$ cat src/rtl/pic_pkg.sv
package pic_pkg;

    typedef enum logic [0:0] {
        ST_IDLE = 1'b0,
        ST_RESP = 1'b1
    } port_state_t;

    // word addresses (byte address >> 2)
    localparam logic [5:0] W_SUMMARY = 6'h00;
    localparam logic [5:0] W_PEND_B0 = 6'h01;
    localparam logic [5:0] W_PEND_B1 = 6'h02;
    localparam logic [5:0] W_PEND_LC = 6'h03;
    localparam logic [5:0] W_EN_B0   = 6'h04;
    localparam logic [5:0] W_EN_B1   = 6'h05;
    localparam logic [5:0] W_EN_LC   = 6'h06;
    localparam logic [5:0] W_DIS_B0  = 6'h08;
    localparam logic [5:0] W_DIS_B1  = 6'h09;
    localparam logic [5:0] W_DIS_LC  = 6'h0A;

    localparam int NUM_BANKS = 3;

endpackage

$ cat src/rtl/pic_bank.sv
module pic_bank #(
    parameter int W = 32
) (
    input  logic         clk,
    input  logic         rst_n,
    input  logic [W-1:0] src,
    input  logic         set_we,
    input  logic         clr_we,
    input  logic [W-1:0] wmask,
    output logic [W-1:0] en,
    output logic [W-1:0] pend
);

    logic [W-1:0] set_bits;
    logic [W-1:0] clr_bits;

    always_comb begin
        set_bits = set_we ? wmask : '0;
        clr_bits = clr_we ? wmask : '0;
    end

    always_ff @(posedge clk or negedge rst_n) begin
        if (!rst_n) begin
            en <= '0;
        end else begin
            en <= (en | set_bits) & ~clr_bits;
        end
    end

    // level-sensitive: no latching of the source
    assign pend = src & en;

endmodule

$ cat src/rtl/pic_summary.sv
module pic_summary #(
    parameter int DATA_W = 32,
    parameter int P_W    = 32,
    parameter int L_W    = 8,
    parameter int N_SC0  = 5,
    parameter int N_SC1  = 6,
    parameter logic [N_SC0*8-1:0] SC0_IDX = {8'd19, 8'd18, 8'd10, 8'd9, 8'd7},
    parameter logic [N_SC1*8-1:0] SC1_IDX = {8'd30, 8'd25, 8'd24, 8'd23, 8'd22, 8'd21}
) (
    input  logic [P_W-1:0]    pend_b0,
    input  logic [P_W-1:0]    pend_b1,
    input  logic [L_W-1:0]    pend_lc,
    output logic [DATA_W-1:0] summary
);

    localparam int USED_W = L_W + 2 + N_SC0 + N_SC1;
    localparam int PAD_W  = DATA_W - USED_W;

    logic [N_SC0-1:0] sc0_bits;
    logic [N_SC1-1:0] sc1_bits;

    for (genvar i = 0; i < N_SC0; i++) begin : g_sc0
        localparam int IDX = int'(SC0_IDX[i*8 +: 8]);
        assign sc0_bits[i] = pend_b0[IDX];
    end

    for (genvar j = 0; j < N_SC1; j++) begin : g_sc1
        localparam int IDX = int'(SC1_IDX[j*8 +: 8]);
        assign sc1_bits[j] = pend_b1[IDX];
    end

    assign summary = {{PAD_W{1'b0}}, sc1_bits, sc0_bits, |pend_b1, |pend_b0, pend_lc};

endmodule

$ cat src/rtl/pic_regport.sv
module pic_regport
    import pic_pkg::*;
#(
    parameter int DATA_W = 32,
    parameter int ADDR_W = 8,
    parameter int L_W    = 8
) (
    input  logic                 clk,
    input  logic                 rst_n,
    input  logic                 req_valid,
    input  logic                 req_write,
    input  logic [ADDR_W-1:0]    req_addr,
    input  logic [DATA_W-1:0]    req_wdata,
    input  logic [DATA_W-1:0]    summary,
    input  logic [DATA_W-1:0]    pend_b0,
    input  logic [DATA_W-1:0]    pend_b1,
    input  logic [L_W-1:0]       pend_lc,
    input  logic [DATA_W-1:0]    en_b0,
    input  logic [DATA_W-1:0]    en_b1,
    input  logic [L_W-1:0]       en_lc,
    output logic [NUM_BANKS-1:0] set_we,
    output logic [NUM_BANKS-1:0] clr_we,
    output logic                 rsp_valid,
    output logic [DATA_W-1:0]    rsp_rdata
);

    localparam int WORD_W = ADDR_W - 2;
    localparam int LPAD_W = DATA_W - L_W;

    port_state_t         state_q;
    port_state_t         state_d;
    logic [WORD_W-1:0]   word;
    logic                rd_req;
    logic                wr_req;
    logic [DATA_W-1:0]   rd_mux;

    assign word   = req_addr[ADDR_W-1:2];
    assign rd_req = req_valid && !req_write;
    assign wr_req = req_valid &&  req_write;

    // write strobes
    always_comb begin
        set_we[0] = wr_req && (word == WORD_W'(W_EN_B0));
        set_we[1] = wr_req && (word == WORD_W'(W_EN_B1));
        set_we[2] = wr_req && (word == WORD_W'(W_EN_LC));
        clr_we[0] = wr_req && (word == WORD_W'(W_DIS_B0));
        clr_we[1] = wr_req && (word == WORD_W'(W_DIS_B1));
        clr_we[2] = wr_req && (word == WORD_W'(W_DIS_LC));
    end

    // read selection
    always_comb begin
        rd_mux = '0;
        if      (word == WORD_W'(W_SUMMARY)) rd_mux = summary;
        else if (word == WORD_W'(W_PEND_B0)) rd_mux = pend_b0;
        else if (word == WORD_W'(W_PEND_B1)) rd_mux = pend_b1;
        else if (word == WORD_W'(W_PEND_LC)) rd_mux = {{LPAD_W{1'b0}}, pend_lc};
        else if (word == WORD_W'(W_EN_B0) || word == WORD_W'(W_DIS_B0)) rd_mux = en_b0;
        else if (word == WORD_W'(W_EN_B1) || word == WORD_W'(W_DIS_B1)) rd_mux = en_b1;
        else if (word == WORD_W'(W_EN_LC) || word == WORD_W'(W_DIS_LC)) rd_mux = {{LPAD_W{1'b0}}, en_lc};
    end

    // next state
    always_comb begin
        state_d = state_q;
        unique case (state_q)
            ST_IDLE: state_d = rd_req ? ST_RESP : ST_IDLE;
            ST_RESP: state_d = rd_req ? ST_RESP : ST_IDLE;
        endcase
    end

    // state register
    always_ff @(posedge clk or negedge rst_n) begin
        if (!rst_n) state_q <= ST_IDLE;
        else        state_q <= state_d;
    end

    // outputs
    always_ff @(posedge clk or negedge rst_n) begin
        if (!rst_n)      rsp_rdata <= '0;
        else if (rd_req) rsp_rdata <= rd_mux;
    end

    assign rsp_valid = (state_q == ST_RESP);

endmodule

$ cat src/rtl/banked_irq_ctrl.sv
module banked_irq_ctrl
    import pic_pkg::*;
#(
    parameter int DATA_W = 32,
    parameter int ADDR_W = 8,
    parameter int P_W    = 32,
    parameter int L_W    = 8,
    parameter int N_SC0  = 5,
    parameter int N_SC1  = 6,
    parameter logic [N_SC0*8-1:0] SC0_IDX = {8'd19, 8'd18, 8'd10, 8'd9, 8'd7},
    parameter logic [N_SC1*8-1:0] SC1_IDX = {8'd30, 8'd25, 8'd24, 8'd23, 8'd22, 8'd21}
) (
    input  logic              clk,
    input  logic              rst_n,
    input  logic [P_W-1:0]    src_bank0,
    input  logic [P_W-1:0]    src_bank1,
    input  logic [L_W-1:0]    src_local,
    input  logic              req_valid,
    input  logic              req_write,
    input  logic [ADDR_W-1:0] req_addr,
    input  logic [DATA_W-1:0] req_wdata,
    output logic              rsp_valid,
    output logic [DATA_W-1:0] rsp_rdata,
    output logic              irq
);

    logic [P_W-1:0]       en_b0, en_b1, pend_b0, pend_b1;
    logic [L_W-1:0]       en_lc, pend_lc;
    logic [NUM_BANKS-1:0] set_we, clr_we;
    logic [DATA_W-1:0]    summary;

    pic_bank #(.W(P_W)) u_bank0 (
        .clk(clk), .rst_n(rst_n), .src(src_bank0),
        .set_we(set_we[0]), .clr_we(clr_we[0]), .wmask(req_wdata[P_W-1:0]),
        .en(en_b0), .pend(pend_b0)
    );

    pic_bank #(.W(P_W)) u_bank1 (
        .clk(clk), .rst_n(rst_n), .src(src_bank1),
        .set_we(set_we[1]), .clr_we(clr_we[1]), .wmask(req_wdata[P_W-1:0]),
        .en(en_b1), .pend(pend_b1)
    );

    pic_bank #(.W(L_W)) u_local (
        .clk(clk), .rst_n(rst_n), .src(src_local),
        .set_we(set_we[2]), .clr_we(clr_we[2]), .wmask(req_wdata[L_W-1:0]),
        .en(en_lc), .pend(pend_lc)
    );

    pic_summary #(
        .DATA_W(DATA_W), .P_W(P_W), .L_W(L_W),
        .N_SC0(N_SC0), .N_SC1(N_SC1), .SC0_IDX(SC0_IDX), .SC1_IDX(SC1_IDX)
    ) u_summary (
        .pend_b0(pend_b0), .pend_b1(pend_b1), .pend_lc(pend_lc), .summary(summary)
    );

    pic_regport #(.DATA_W(DATA_W), .ADDR_W(ADDR_W), .L_W(L_W)) u_port (
        .clk(clk), .rst_n(rst_n),
        .req_valid(req_valid), .req_write(req_write),
        .req_addr(req_addr), .req_wdata(req_wdata),
        .summary(summary), .pend_b0(pend_b0), .pend_b1(pend_b1), .pend_lc(pend_lc),
        .en_b0(en_b0), .en_b1(en_b1), .en_lc(en_lc),
        .set_we(set_we), .clr_we(clr_we),
        .rsp_valid(rsp_valid), .rsp_rdata(rsp_rdata)
    );

    always_ff @(posedge clk or negedge rst_n) begin
        if (!rst_n) irq <= 1'b0;
        else        irq <= (|pend_b0) | (|pend_b1) | (|pend_lc);
    end

endmodule

$ cat config.mk
export PLATFORM = sky130hd
export DESIGN_NAME = banked_irq_ctrl
export DESIGN_NICKNAME = d
export VERILOG_FILES = /design/src/rtl/pic_pkg.sv /design/src/rtl/pic_bank.sv /design/src/rtl/pic_summary.sv /design/src/rtl/pic_regport.sv /design/src/rtl/banked_irq_ctrl.sv
export SDC_FILE = /design/constraint.sdc
export NUM_CORES = 1
export LEC_CHECK = 0
export ABC_AREA = 1
export BUFFER_PORTS_ARGS = -buffer_cell sky130_fd_sc_hd__buf_2
export CAP_MARGIN = 10
export CORE_UTILIZATION = 50
export CTS_CLUSTER_DIAMETER = 50
export DETAILED_ROUTE_END_ITERATION = 7
export PLACE_DENSITY = 0.83
export SKIP_LAST_GASP = 1
export SLEW_MARGIN = 20
export SYNTH_ARGS = -nofsm -noshare
export SYNTH_HDL_FRONTEND = slang
export SYNTH_HIERARCHICAL = 1
export SYNTH_SLANG_ARGS = --single-unit
$ cat constraint.sdc
create_clock -name clk -period 2.8 [get_ports clk]
set_input_delay 0.56 -clock clk [delete_from_list [all_inputs] [get_ports clk]]
set_output_delay 0.56 -clock clk [all_outputs]
set_load 0.03 [all_outputs]
[Word-level counts from Yosys, hierarchy flattened]
Index checks and enable logic that the tools add are counted.
Word-level totals
  output and inout port bits: 34
  flip-flop bits (word level): 106
  word-level logic and storage cells: 59
Cells by class
  multiplexer cells: 14
  bitwise operators: 14
  reductions and logical operators: 16
  equal/unequal tests: 9
Operators by type and width (number)
  32-bit 2-to-1 mux: 10
  32-bit bitwise AND: 4
  32-bit inverter: 2
  32-bit OR: 2
  32-bit OR reduction: 2
  8-bit 2-to-1 mux: 3
  6-bit by 3-bit == test with 1-bit output (second input constant): 3
  6-bit by 4-bit == test with 1-bit output (second input constant): 3
  8-bit bitwise AND: 2
  6-bit by 2-bit == test with 1-bit output (second input constant): 2
  1-bit logical AND: 8
  8-bit inverter: 1
  8-bit OR: 1
  8-bit OR reduction: 1
  6-bit by 1-bit == test with 1-bit output (second input constant): 1
  6-bit logical NOT: 1
  1-bit logical OR: 3
  1-bit OR: 2
  1-bit logical NOT: 1
  1-bit 2-to-1 mux: 1

[Depth between registers and ports, before layout]
  depth in word-level cells: 9
  mapped depth: 12

[By module]
Netlist, hierarchy kept.
Modules (own cells, without submodules)
  pic_bank (u_bank0 ...): seq. area each 800.8 um^2, times used 2, cells an instance 294, area an instance 1810.5 um^2
  pic_regport: seq. area each 825.8 um^2, times used 1, cells an instance 428, area an instance 2528.7 um^2
  pic_summary: seq. area each 0.0 um^2, times used 1, cells an instance 121, area an instance 586.8 um^2
  pic_bank (u_local): seq. area each 200.2 um^2, times used 1, cells an instance 74, area an instance 450.4 um^2
  banked_irq_ctrl: seq. area each 25.0 um^2, times used 1, cells an instance 65, area an instance 274.0 um^2

[Worst setup path before layout]
OpenSTA, ideal clock, no wires.
  path type: input-to-reg
  start: in req_addr[7]
  end: reg u_bank0.en[0]
  setup slack: 1.103 ns
  library setup time: 0.062 ns
  arrival: 1.635 ns
  required time: 2.738 ns
  stages: 8
  cell sequence: nor2_4 nand2_2 nor3_1 buf_6 nand2_1 nand2_1 nand2_1 inv_1
Between the ends
  longest elaborated chain between the ends: 5
RTL lines
  start, declared: RTL line banked_irq_ctrl.sv:20  | input logic [ADDR_W-1:0] req_addr,
  6-bit by 3-bit == test with 1-bit output: RTL line pic_regport.sv:43  | set_we[0] = wr_req && (word == WORD_W'(W_EN_B0));
  1-bit logical AND: RTL line pic_regport.sv:43
  named net set_we[0]: RTL line banked_irq_ctrl.sv:29  | logic [NUM_BANKS-1:0] set_we, clr_we;
  32-bit 2-to-1 mux: RTL line pic_bank.sv:18  | set_bits = set_we ? wmask : '0;
  32-bit OR: RTL line pic_bank.sv:26  | en <= (en | set_bits) & ~clr_bits;
  32-bit bitwise AND: RTL line pic_bank.sv:26
  end signal, assigned: RTL line pic_bank.sv:26
  end, declared: RTL line pic_bank.sv:10  | output logic [W-1:0] en,
The timed path passes the listed nets, and every way through them passes these cells.
A chain may end at the register's enable or synchronous reset.

[Worst setup path in the final report]
  start: in req_addr[7]
  end: reg u_port.rsp_rdata[16]
Between the ends
  longest elaborated chain between the ends: 8
RTL lines
  6-bit by 3-bit == test with 1-bit output / 6-bit by 4-bit == test with 1-bit output (equally long branches): RTL line pic_regport.sv:59  | else if (word == WORD_W'(W_EN_B1) || word == WORD_W'(W_DIS_B1)) rd_mux = en_b1;
  1-bit logical OR: RTL line pic_regport.sv:59
  32-bit 2-to-1 mux: RTL line pic_regport.sv:59
  32-bit 2-to-1 mux: RTL line pic_regport.sv:58  | else if (word == WORD_W'(W_EN_B0) || word == WORD_W'(W_DIS_B0)) rd_mux = en_b0;
  32-bit 2-to-1 mux: RTL line pic_regport.sv:57  | else if (word == WORD_W'(W_PEND_LC)) rd_mux = {{LPAD_W{1'b0}}, pend_lc};
  32-bit 2-to-1 mux: RTL line pic_regport.sv:56  | else if (word == WORD_W'(W_PEND_B1)) rd_mux = pend_b1;
  32-bit 2-to-1 mux: RTL line pic_regport.sv:55  | else if (word == WORD_W'(W_PEND_B0)) rd_mux = pend_b0;
  32-bit 2-to-1 mux (*): RTL line pic_regport.sv:54  | if (word == WORD_W'(W_SUMMARY)) rd_mux = summary;
  end signal, assigned: RTL line pic_regport.sv:81  | else if (rd_req) rsp_rdata <= rd_mux;
  end, declared: RTL line pic_regport.sv:24  | output logic [DATA_W-1:0] rsp_rdata
Every way passes the cells marked *; elsewhere a longest branch is shown, timed or not.

==> impl_metrics.py <==
metrics = {
    "synth": {
        "syn_area_per_cell_um2": 5.85,
        "syn-cell-area_mm2": 0.00746,
        "yosys.area_share.adder_pct": 0,
        "synthCells": 1276,
        "ys_ff_latch": 106,
        "synth_top_family_by_area": "simple AND/OR/NAND/NOR gates",
        "synth-simple-area-share_pct": 42.0,
        "yosys_warnings": 6,
        "synth_cell_types": 22,
        "ys_seq_area_share_pct": 35.6,
        "synthMuxAreaShare_pct": 0,
        "synthXorXnorAreaFrac_pct": 0,
        "synth_compound_area_share_pct": 3.29,
    },
    "floorplanning": {
        "dieArea_mm2": 0.0154,
        "num_io_pins": 150,
        "die_x_um": 124,
        "fp-row-count": 44,
        "core_mm2": 0.0145,
        "die_h_um": 124,
        "start_util_pct": 51.3,
    },
    "cells_and_area": {
        "fillers": 1448,
        "diodes": 0,
        "synthToLayoutAreaGrowth_pct": 14.2,
        "final_util_pct": 58.6,
        "final_area_mm2": 0.00852,
        "nets": 1515,
        "drive_gt1_share_pct": 14.3,
    },
    "global_route": {
        "grt_pass1_vias": 7170,
        "grt_pass1_wl_mm": 33.1,
        "grt_usage_pct": 28.2,
        "antenna_found_initial": 1,
        "grt_max_degree": 51,
        "grt_remaining_overflow": 0,
    },
    "drt": {
        "drc": 0,
        "wl_per_cell_um": 12.8,
        "vias_per_cell": 4.76,
        "num_vias": 7559,
        "dr.pass1.iters": 8,
        "ant_nets": 0,
        "drtIter0Drc": 686,
        "routed_wl_mm": 20.3,
    },
    "clocking": {
        "tritoncts": "built",
        "cts_buffer_depth": 2,
        "cts_resized": 0,
        "cts.hold.buffers_added": 0,
        "cts_sinks": 106,
        "clk_latency_ps": 360,
        "numCtsBuffers": 9,
        "post_cts_buffers": 0,
        "cts-root-buf": "clkbuf_16",
        "clk_pin_slew_ps": 70,
        "h-tree-depth": 3,
    },
    "setup_path": {
        "regToRegSetupSlack_ps": 1290,
        "critPathArrivalTime_ps": 2070,
        "r2r_end": "u_port/rsp_rdata[8]$_DFFE_PN0P_",
        "crit_type": "input pin to flop",
        "critPathLaunch": "req_addr[7]",
        "endpoint": "u_port/rsp_rdata[16]$_DFFE_PN0P_",
        "cp_max_fo": 16,
        "cp-start-kind": "input pin",
        "end_kind": "flop",
        "cp.required_ps": 3080,
        "reg2reg_depth": 11,
        "regToRegStartpoint": "u_bank0/en[23]$_DFF_PN0_",
    },
    "timing": {
        "finalClockSkew_ps": 9.36,
        "finalHoldViolations": 0,
        "setup_viol": 0,
        "relSlewSlack_pct": 57.1,
        "max_slew.worst_pin.slew_ps": 641,
        "finalCriticalPeriod_ps": 1780,
        "rsz0062_at_grt": "false",
        "max_clock_freq_ghz": 0.561,
        "setup-tns-final_ps": 0,
        "min_period_over_period_pct": 63.7,
        "drv_slew": 0,
    },
    "pwr": {
        "power.leakage_uw": 0.00516,
        "totalPowerFinal_uw": 3890,
        "ir_drop_mv": 0.291,
        "powerDensity_mw_per_mm2": 456,
    },
    "place": {
        "gp_congestion": 0.900,
        "dp_hpwl_mm": 14.7,
        "place_area_mm2": 0.00823,
        "io_buffers": 147,
    },
    "min_path": {
        "hold_path_class": "input pin to asynchronous set/reset pin",
    },
    "flow_run": {
        "drv_cap": 0,
    },
    "status": {
        "status": "finished clean",
    },
}
cell usage after synthesis (all sizes together):
library cell | number | area, µm²
a21oi | 10 | 65.1
a22oi | 24 | 180
and2 | 4 | 25.0
buf | 58 | 405
clkbuf | 6 | 23.8
conb | 1 | 3.75
dfrtp | 106 | 2650
inv | 266 | 998
nand2 | 566 | 2130
nand3 | 28 | 140
nand4 | 13 | 81.3
nor2 | 190 | 736
nor3 | 4 | 20.0
area by class of cell:
| type | instances | area, µm² | share of cell area (%) |
|---|---|---|---|
| Clock buffer | 10 | 229 | 2.69 |
| Clock inverter | 6 | 66.3 | 0.778 |
| Inverter | 266 | 998 | 11.7 |
| Multi-Input combinational cell | 850 | 3440 | 40.4 |
| Sequential cell | 106 | 2650 | 31.1 |
| Tap cell | 184 | 230 | 2.70 |
| Timing Repair Buffer | 166 | 906 | 10.6 |
metrics by stage:
stage	instances	hold slack (ps)	worst slack [ps]
floorplan	1286	264	1100
global placement	1572	458	715
detailed placement	1572	460	682
CTS	1588	206	1070
global route	1588	232	931
finish	1588	185	1020
registers in the layout, summed over array words and instances, names as in the netlist:
| name | count |
|---|---|
| u_local/en | 8 |
| u_port/rsp_rdata | 32 |
| u_port/rsp_valid | 1 |
| u_bank0/en | 32 |
| irq | 1 |
| u_bank1/en | 32 |
report_power, final:
group | switching, µW | internal [µW]
Combinational | 541 | 272
Sequential | 102 | 1670
Clock | 600 | 698
Total | 1240 | 2640
worst min-delay path by stage:
stage,to,slack [ps],cells after the start
2_1_floorplan,irq$_DFF_PN0_,260,0
3_3_place_gp,u_port/rsp_rdata[4]$_DFFE_PN0P_,460,2
3_5_place_dp,u_port/rsp_rdata[3]$_DFFE_PN0P_,460,2
4_1_cts,u_port/rsp_rdata[26]$_DFFE_PN0P_,210,1
5_1_grt,u_port/rsp_rdata[27]$_DFFE_PN0P_,230,1
6_report,u_port/rsp_rdata[26]$_DFFE_PN0P_,180,1
per-layer routing:
metal	global-route usage [%]	part of all wire, %	vias up
met4	12.2	3.0	2
met5	0	0.069	-
met2	46.8	47	306
met1	36.8	43	3329
met3	3.75	7.6	56
li1	-	-	3866
critical path, cell delays in order:
cell     delay, ps
buf_2          110
nor2_4         180
nand2_2        140
a21oi_4        360
buf_4          330
a22oi_1        130
nand3_1        110
nor2_1          50
nor2_1          90
layout by cell type (no fill, tap or decap):
cell | synthesis | final
nand2_1 | 564 | 564
inv_1 | 262 | 262
nor2_1 | 183 | 180
buf_2 | 21 | 146
dfrtp_1 | 106 | 106
nand3_1 | 28 | 28
a22oi_1 | 24 | 24
buf_4 | 31 | 18
nand4_1 | 13 | 13
conb_1 | 1 | 11
clkbuf_16 | 0 | 9
nor2_2 | 6 | 8
a21oi_1 | 8 | 8
inv_2 | 4 | 4
and2_1 | 4 | 4
clkinvlp_4 | 0 | 2
clkinv_2 | 0 | 2
buf_12 | 0 | 2
nor2_4 | 1 | 2
nand2_2 | 2 | 2
nor3_2 | 0 | 2
nor3_1 | 4 | 2
clkbuf_1 | 5 | 1
bufinv_16 | 0 | 1
inv_8 | 0 | 1
a21oi_4 | 1 | 1
a21oi_2 | 1 | 1
cells by family after synthesis:
logic type      count (synthesis)
buf+inv                       330
compound gates                 34
simple gates                  805
other cells                     1
flops                         106
No activity file was read; power rests on OpenSTA's default activity.
